**src/rtl/wcs_pkg.sv**
```systemverilog
package wcs_pkg;
  parameter int DATA_W = 8;
  localparam int POLL_BIT   = DATA_W - 1;
  localparam int TOGGLE_BIT = DATA_W - 2;
  localparam logic [DATA_W-3:0] FILL_BITS = '0;

  typedef struct packed {
    logic capture;
    logic toggleAdv;
  } wcsStrobes_t;
endpackage

```
**src/rtl/wcs_ctrl.sv**
```systemverilog
module wcs_ctrl
  import wcs_pkg::*;
#(
  parameter int SYNC_STAGES = 2
) (
  input  logic        clk,
  input  logic        rstN,
  input  logic        ceN,
  input  logic        oeN,
  input  logic        weN,
  input  logic        busy,
  input  logic        progStart,
  output logic        rdOe,
  output wcsStrobes_t strb
);
  localparam int STAGES = (SYNC_STAGES < 1) ? 1 : SYNC_STAGES;
  localparam int MSB = STAGES - 1;

  logic readPin;
  logic [STAGES-1:0] syncQ;
  logic rdPrev;

  assign readPin = weN & ~oeN & ~ceN;
  assign rdOe = readPin;

  generate
    if (STAGES == 1) begin : g_single
      always_ff @(posedge clk or negedge rstN) begin
        if (!rstN) syncQ <= '0;
        else       syncQ <= readPin;
      end
    end else begin : g_chain
      always_ff @(posedge clk or negedge rstN) begin
        if (!rstN) syncQ <= '0;
        else       syncQ <= {syncQ[STAGES-2:0], readPin};
      end
    end
  endgenerate

  always_ff @(posedge clk or negedge rstN) begin
    if (!rstN) rdPrev <= 1'b0;
    else       rdPrev <= syncQ[MSB];
  end

  always_comb begin
    strb.capture   = progStart;
    strb.toggleAdv = busy & rdPrev & ~syncQ[MSB];
  end


  idle_no_adv_chk: assert property (@(posedge clk) disable iff (!rstN)
    !busy |-> !strb.toggleAdv);
endmodule

```
**src/rtl/wcs_datapath.sv**
```systemverilog
module wcs_datapath
  import wcs_pkg::*;
(
  input  logic              clk,
  input  logic              rstN,
  input  wcsStrobes_t       strb,
  input  logic              busy,
  input  logic [DATA_W-1:0] wrData,
  input  logic [DATA_W-1:0] arrayData,
  output logic [DATA_W-1:0] rdData
);
  logic [DATA_W-1:0] lastByte;
  logic toggleQ;

  always_ff @(posedge clk or negedge rstN) begin
    if (!rstN) begin
      lastByte <= '0;
      toggleQ  <= 1'b0;
    end else begin
      if (strb.capture)   lastByte <= wrData;
      if (strb.toggleAdv) toggleQ  <= ~toggleQ;
    end
  end

  always_comb begin
    if (busy) rdData = {~lastByte[POLL_BIT], toggleQ, FILL_BITS};
    else      rdData = arrayData;
  end


  true_data_chk: assert property (@(posedge clk) disable iff (!rstN)
    !busy |-> rdData == arrayData);

  poll_bit_chk: assert property (@(posedge clk) disable iff (!rstN)
    ($past(strb.capture) && busy) |-> rdData[POLL_BIT] != $past(wrData[POLL_BIT]));

  capture_hold_chk: assert property (@(posedge clk) disable iff (!rstN)
    !strb.capture |=> $stable(lastByte));

  toggle_adv_chk: assert property (@(posedge clk) disable iff (!rstN)
    strb.toggleAdv |=> toggleQ != $past(toggleQ));

  toggle_hold_chk: assert property (@(posedge clk) disable iff (!rstN)
    !strb.toggleAdv |=> $stable(toggleQ));
endmodule

```
**src/rtl/wcs_status_readback.sv**
```systemverilog
module wcs_status_readback
  import wcs_pkg::*;
#(
  parameter int SYNC_STAGES = 2
) (
  input  logic       clk,
  input  logic       rstN,
  input  logic       ceN,
  input  logic       oeN,
  input  logic       weN,
  input  logic       busy,
  input  logic       progStart,
  input  logic [7:0] wrData,
  input  logic [7:0] arrayData,
  output logic [7:0] rdData,
  output logic       rdOe
);
  wcsStrobes_t strb;

  wcs_ctrl #(.SYNC_STAGES(SYNC_STAGES)) u_ctrl (
    .clk(clk), .rstN(rstN), .ceN(ceN), .oeN(oeN), .weN(weN),
    .busy(busy), .progStart(progStart), .rdOe(rdOe), .strb(strb)
  );

  wcs_datapath u_dp (
    .clk(clk), .rstN(rstN), .strb(strb), .busy(busy),
    .wrData(wrData), .arrayData(arrayData), .rdData(rdData)
  );


  oe_gate_chk: assert property (@(posedge clk) disable iff (!rstN)
    (ceN || oeN || !weN) |-> !rdOe);
endmodule

```
**config.mk**
```make
export PLATFORM = sky130hd
export DESIGN_NAME = wcs_status_readback
export DESIGN_NICKNAME = d
export VERILOG_FILES = /design/src/rtl/wcs_pkg.sv /design/src/rtl/wcs_ctrl.sv /design/src/rtl/wcs_datapath.sv /design/src/rtl/wcs_status_readback.sv
export SDC_FILE = /design/constraint.sdc
export NUM_CORES = 1
export LEC_CHECK = 0
export CAP_MARGIN = 20
export CORE_AREA = 2 2 39 41
export DETAILED_ROUTE_END_ITERATION = 10
export DIE_AREA = 0 0 41 43
export GPL_TIMING_DRIVEN = 0
export PLACE_DENSITY_LB_ADDON = 0.25
export SLEW_MARGIN = 20
export SYNTH_ARGS = -nofsm -noshare
export SYNTH_HDL_FRONTEND = slang
export SYNTH_HIERARCHICAL = 1
export SYNTH_SLANG_ARGS = --single-unit
```
**constraint.sdc**
```tcl
create_clock -name clk -period 1 [get_ports clk]
set_input_delay 0.2 -clock clk [delete_from_list [all_inputs] [get_ports clk]]
set_output_delay 0.2 -clock clk [all_outputs]
set_load 0.02 [all_outputs]
```
After elaboration in Yosys (flattened, before gate mapping) --
Index checks and enable logic that the tools add are counted. Widths: inputs -> output; s select.
Word-level totals: bits in registers 12, input bits 23, output and inout port bits 9, word-level logic and storage cells 14
Cells by class: muxes and demuxes 1, bitwise logic cells 9
Operator list (number):
- $mux 8 | 1
- $not 1->1 | 5
- $and 1x1->1 | 4

Depth between registers and ports, before layout --
depth after elaboration 3, mapped depth 2

By module --
Netlist, hierarchy kept.
By module, submodules not included:
- wcs_datapath | instances 1, cells an instance 13, area each 151.4 um^2, sequential area each 50.0 um^2
- wcs_ctrl | instances 1, cells an instance 6, area each 103.8 um^2, sequential area each 75.1 um^2

Worst setup path after synthesis --
Ideal clock, no wire load.
path type reg2out, start point register u_dp.lastByte[7], end point output port rdData[7], data arrival time 0.727 ns, path slack 0.073 ns, cell stages (with the launch flop) 2, path buffers 0, cells stage by stage dfrtp_1 mux2i_1
Between the ends: cells in the longest elaborated chain, start to end 2
RTL lines:
- start: declaration | line wcs_datapath.sv:12 | logic [DATA_W-1:0] lastByte;
- start signal: assignment | line wcs_datapath.sv:20 | if (strb.capture) lastByte <= wrData;
- $not 1->1 | line wcs_datapath.sv:26 | if (busy) rdData = {~lastByte[POLL_BIT], toggleQ, FILL_BITS};
- $mux 8 | line wcs_datapath.sv:26
- end: declaration | line wcs_status_readback.sv:15 | output logic [7:0] rdData,
Every way passes these cells.

Final worst setup path --
start point register u_dp.toggleQ, end point output port rdData[6]
Between the ends: cells in the longest elaborated chain, start to end 1
RTL lines:
- start: declaration | line wcs_datapath.sv:13 | logic toggleQ;
- start signal: assignment | line wcs_datapath.sv:21 | if (strb.toggleAdv) toggleQ <= ~toggleQ;
- $mux 8 | line wcs_datapath.sv:26
Every way passes these cells.

==> flow_metrics.env <==
export IMPL_drcViolationCount=0
export IMPL_final_common_cell="dlygate4sd2_1"
export IMPL_dp_cells=58
export IMPL_die_w_um=41
export IMPL_finalClockSkew_ps=2.52
export IMPL_sequentialPowerShare_pct=33.6
export IMPL_ys_seq_area_share_pct=49.0
export IMPL_end_kind="output pin"
export IMPL_worstPathRequired_ps=800
export IMPL_grt_start_max_net_pins=10
export IMPL_ff_latch_area_um2=125
export IMPL_die_h_um=43
export IMPL_diodes=0
export IMPL_outcome="finished, violations left"
export IMPL_synth_cells=19
export IMPL_final_cells=65
export IMPL_synth_avg_cell_area_um2=13.4
export IMPL_drv_cap=0
export IMPL_final_cell_mix="dlygate4sd2_1, buf_6, buf_4, and2b_2, dfrtp_1"
export IMPL_netlist_area_um2=255
export IMPL_fin_util_pct=39.6
export IMPL_crit_arrival_ps=1000
export IMPL_worstHoldPathType="in -> async"
export IMPL_die_area_um2=1760
export IMPL_post_dp_cell_area_um2=505
export IMPL_cts_made_buffers=3
export IMPL_rrSetupSlack_ps=130
export IMPL_r2r_cells=2
export IMPL_clkPwrFrac_pct=31.3
export IMPL_power_switching_mw=0.186
export IMPL_ys_ff_latch=5
export IMPL_root_buffer="clkbuf_4"
export IMPL_wire_per_inst_um=9.42
export IMPL_r2r_start="u_dp/lastByte[7]"
export IMPL_p_leak_nw=0.288
export IMPL_drive_above_1_share_pct=53.1
export IMPL_core_area_um2=1380
export IMPL_tritoncts="built"
export IMPL_design_area_um2=548
export IMPL_grt_pass1_vias=247
export IMPL_initial_utilization_pct=18.4
export IMPL_fill_cells=142
export IMPL_swShare_pct=25.4
export IMPL_wl_um=612
export IMPL_tns_ps=-493
export IMPL_grt_use_total_pct=9.28
export IMPL_rows=14
export IMPL_grt_overflow=0
export IMPL_cp_max_fo=2
export IMPL_cts_max_path_buffers=2
export IMPL_synthToLayoutAreaGrowth_pct=115
export IMPL_cellPowerDensity_nw_per_um2=1340
export IMPL_yosysUniqueCellTypes=10
export IMPL_synth_fp_nets=42
export IMPL_io_buffers=23
export IMPL_intPower_mw=0.547
export IMPL_crit_type="reg -> out"
export IMPL_slew_violations=0
export IMPL_drtIter0Drc=1
export IMPL_crit_end="rdData[6]"
export IMPL_ys_warnings_count=6
export IMPL_finalSetupViolCount=8
export IMPL_ir_drop_v=0.000654
export IMPL_min_period_ps=1200
export IMPL_hold_viol=0
export IMPL_antenna_found_initial=0
export IMPL_clock_sinks=5
export IMPL_power_share_combinational_pct=35.1
export IMPL_fin_ws_ps=-195
export IMPL_ios=32
export IMPL_rsz0062_at_grt="yes"
export IMPL_clk_pin_slew_worst_paths_ps=40
export IMPL_relSlewSlack_pct=85.5
export IMPL_ant_nets=0
export IMPL_period_share_pct=120
export IMPL_vias=236
export IMPL_clk_latency_ps=240
export IMPL_cts_max_level=1
export IMPL_grt_pass1_wl_um=1030
export IMPL_violations="negative setup slack"
export IMPL_reg2reg_to="u_dp/lastByte[7]"
export IMPL_avgViaCountPerCell=3.63
export IMPL_crit_path_start="u_dp/toggleQ"
export IMPL_nets=73
export IMPL_first_pass_iters=2
export IMPL_critPathLaunchType="register"
export IMPL_multi_input_area_um2=119
export IMPL_worst_pin_slew_ps=217
export IMPL_place_gp_congestion=0.560
export IMPL_fmax_mhz=837
export IMPL_hold_slack_ps=177
==> worst max-delay path, cell delays in order (launching register included) <==
cell,delay [ps]
dfrtp_1,370
mux2_4,260
buf_6,130
==> cell usage after synthesis <==
| library cell | n | share of area (%) |
|---|---|---|
| dfrtp_1 | 5 | 49 |
| mux2_2 | 1 | 4.4 |
| and2b_2 | 6 | 21 |
| and3b_1 | 1 | 3.4 |
| xor2_1 | 1 | 3.4 |
| nor3b_2 | 1 | 4.9 |
| mux2i_1 | 1 | 3.9 |
| inv_1 | 1 | 1.5 |
| buf_4 | 1 | 2.9 |
| mux2_4 | 1 | 5.9 |
==> area by class of cell <==
| cell class | instances | share of cell area [%] |
|---|---|---|
| repair buffers | 26 | 45.0 |
| flip-flops and latches | 5 | 22.8 |
| multi-input cells | 12 | 21.7 |
| clock buffers | 4 | 4.79 |
| well taps | 16 | 3.65 |
| plain buffers | 1 | 1.37 |
| inverters | 1 | 0.685 |
==> how the worst min path moves through the flow <==
stage | from | end | slack (ps) | depth (start not counted)
2_1_floorplan | rstN | u_ctrl/rdPrev | -100 | 0
3_3_place_gp | u_ctrl/syncQ[0] | u_ctrl/syncQ[1] | 340 | 0
3_5_place_dp | u_ctrl/syncQ[0] | u_ctrl/syncQ[1] | 360 | 0
4_1_cts | rstN | u_dp/lastByte[7] | 180 | 1
5_1_grt | rstN | u_dp/toggleQ | 190 | 1
6_report | rstN | u_ctrl/rdPrev | 180 | 1
==> registers in the layout, summed over array words and instances, names as in the netlist <==
name / flops
u_dp/toggleQ: 1
u_ctrl/syncQ: 2
u_ctrl/rdPrev: 1
u_dp/lastByte: 1
==> power groups by stage <==
| stage | logic (mW) | registers [mW] | clock network [mW] |
|---|---|---|---|
| final | 0.257 | 0.246 | 0.229 |
| after floorplan | 0.102 | 0.249 | 0 |
| after CTS | 0.256 | 0.248 | 0.246 |
| after global placement | 0.223 | 0.252 | 0 |
| after detailed placement | 0.225 | 0.254 | 0 |
| after global routing | 0.280 | 0.251 | 0.256 |
==> what timing repair did <==
item,in CTS,in global routing
gates resized for setup,68,0
hold buffers,0,0
hold endpoints to repair,0,0
setup endpoints to repair,10,8
pin swaps,1,0
buffers inserted,2,1
==> routing by layer <==
layer | part of all wire [%] | track usage, % | vias up
li1 | - | - | 119
met1 | 34 | 9.15 | 99
met2 | 55 | 14.1 | 18
met3 | 11 | 2.09 | 0
met4 | 0 | 10.0 | 0
met5 | 0 | 0 | -
==> cell families (layout without fill, tap and decap cells) <==
group                  after synthesis  after routing  share of synthesized area (%)
AND/OR/NAND/NOR                      8              8                           28.9
flip-flops                           5              5                           49.0
multiplexers                         3              3                           14.2
buffers and inverters                2             32                           4.41
XOR/XNOR                             1              1                           3.43
==> through the flow <==
stage	setup slack, ps	total power [mW]
3_3_place_gp	-895	0.475
6_report	-195	0.733
4_1_cts	-215	0.749
3_5_place_dp	-893	0.479
5_1_grt	-238	0.787
2_1_floorplan	73.2	0.351
No activity file was read; power rests on OpenSTA's default activity.
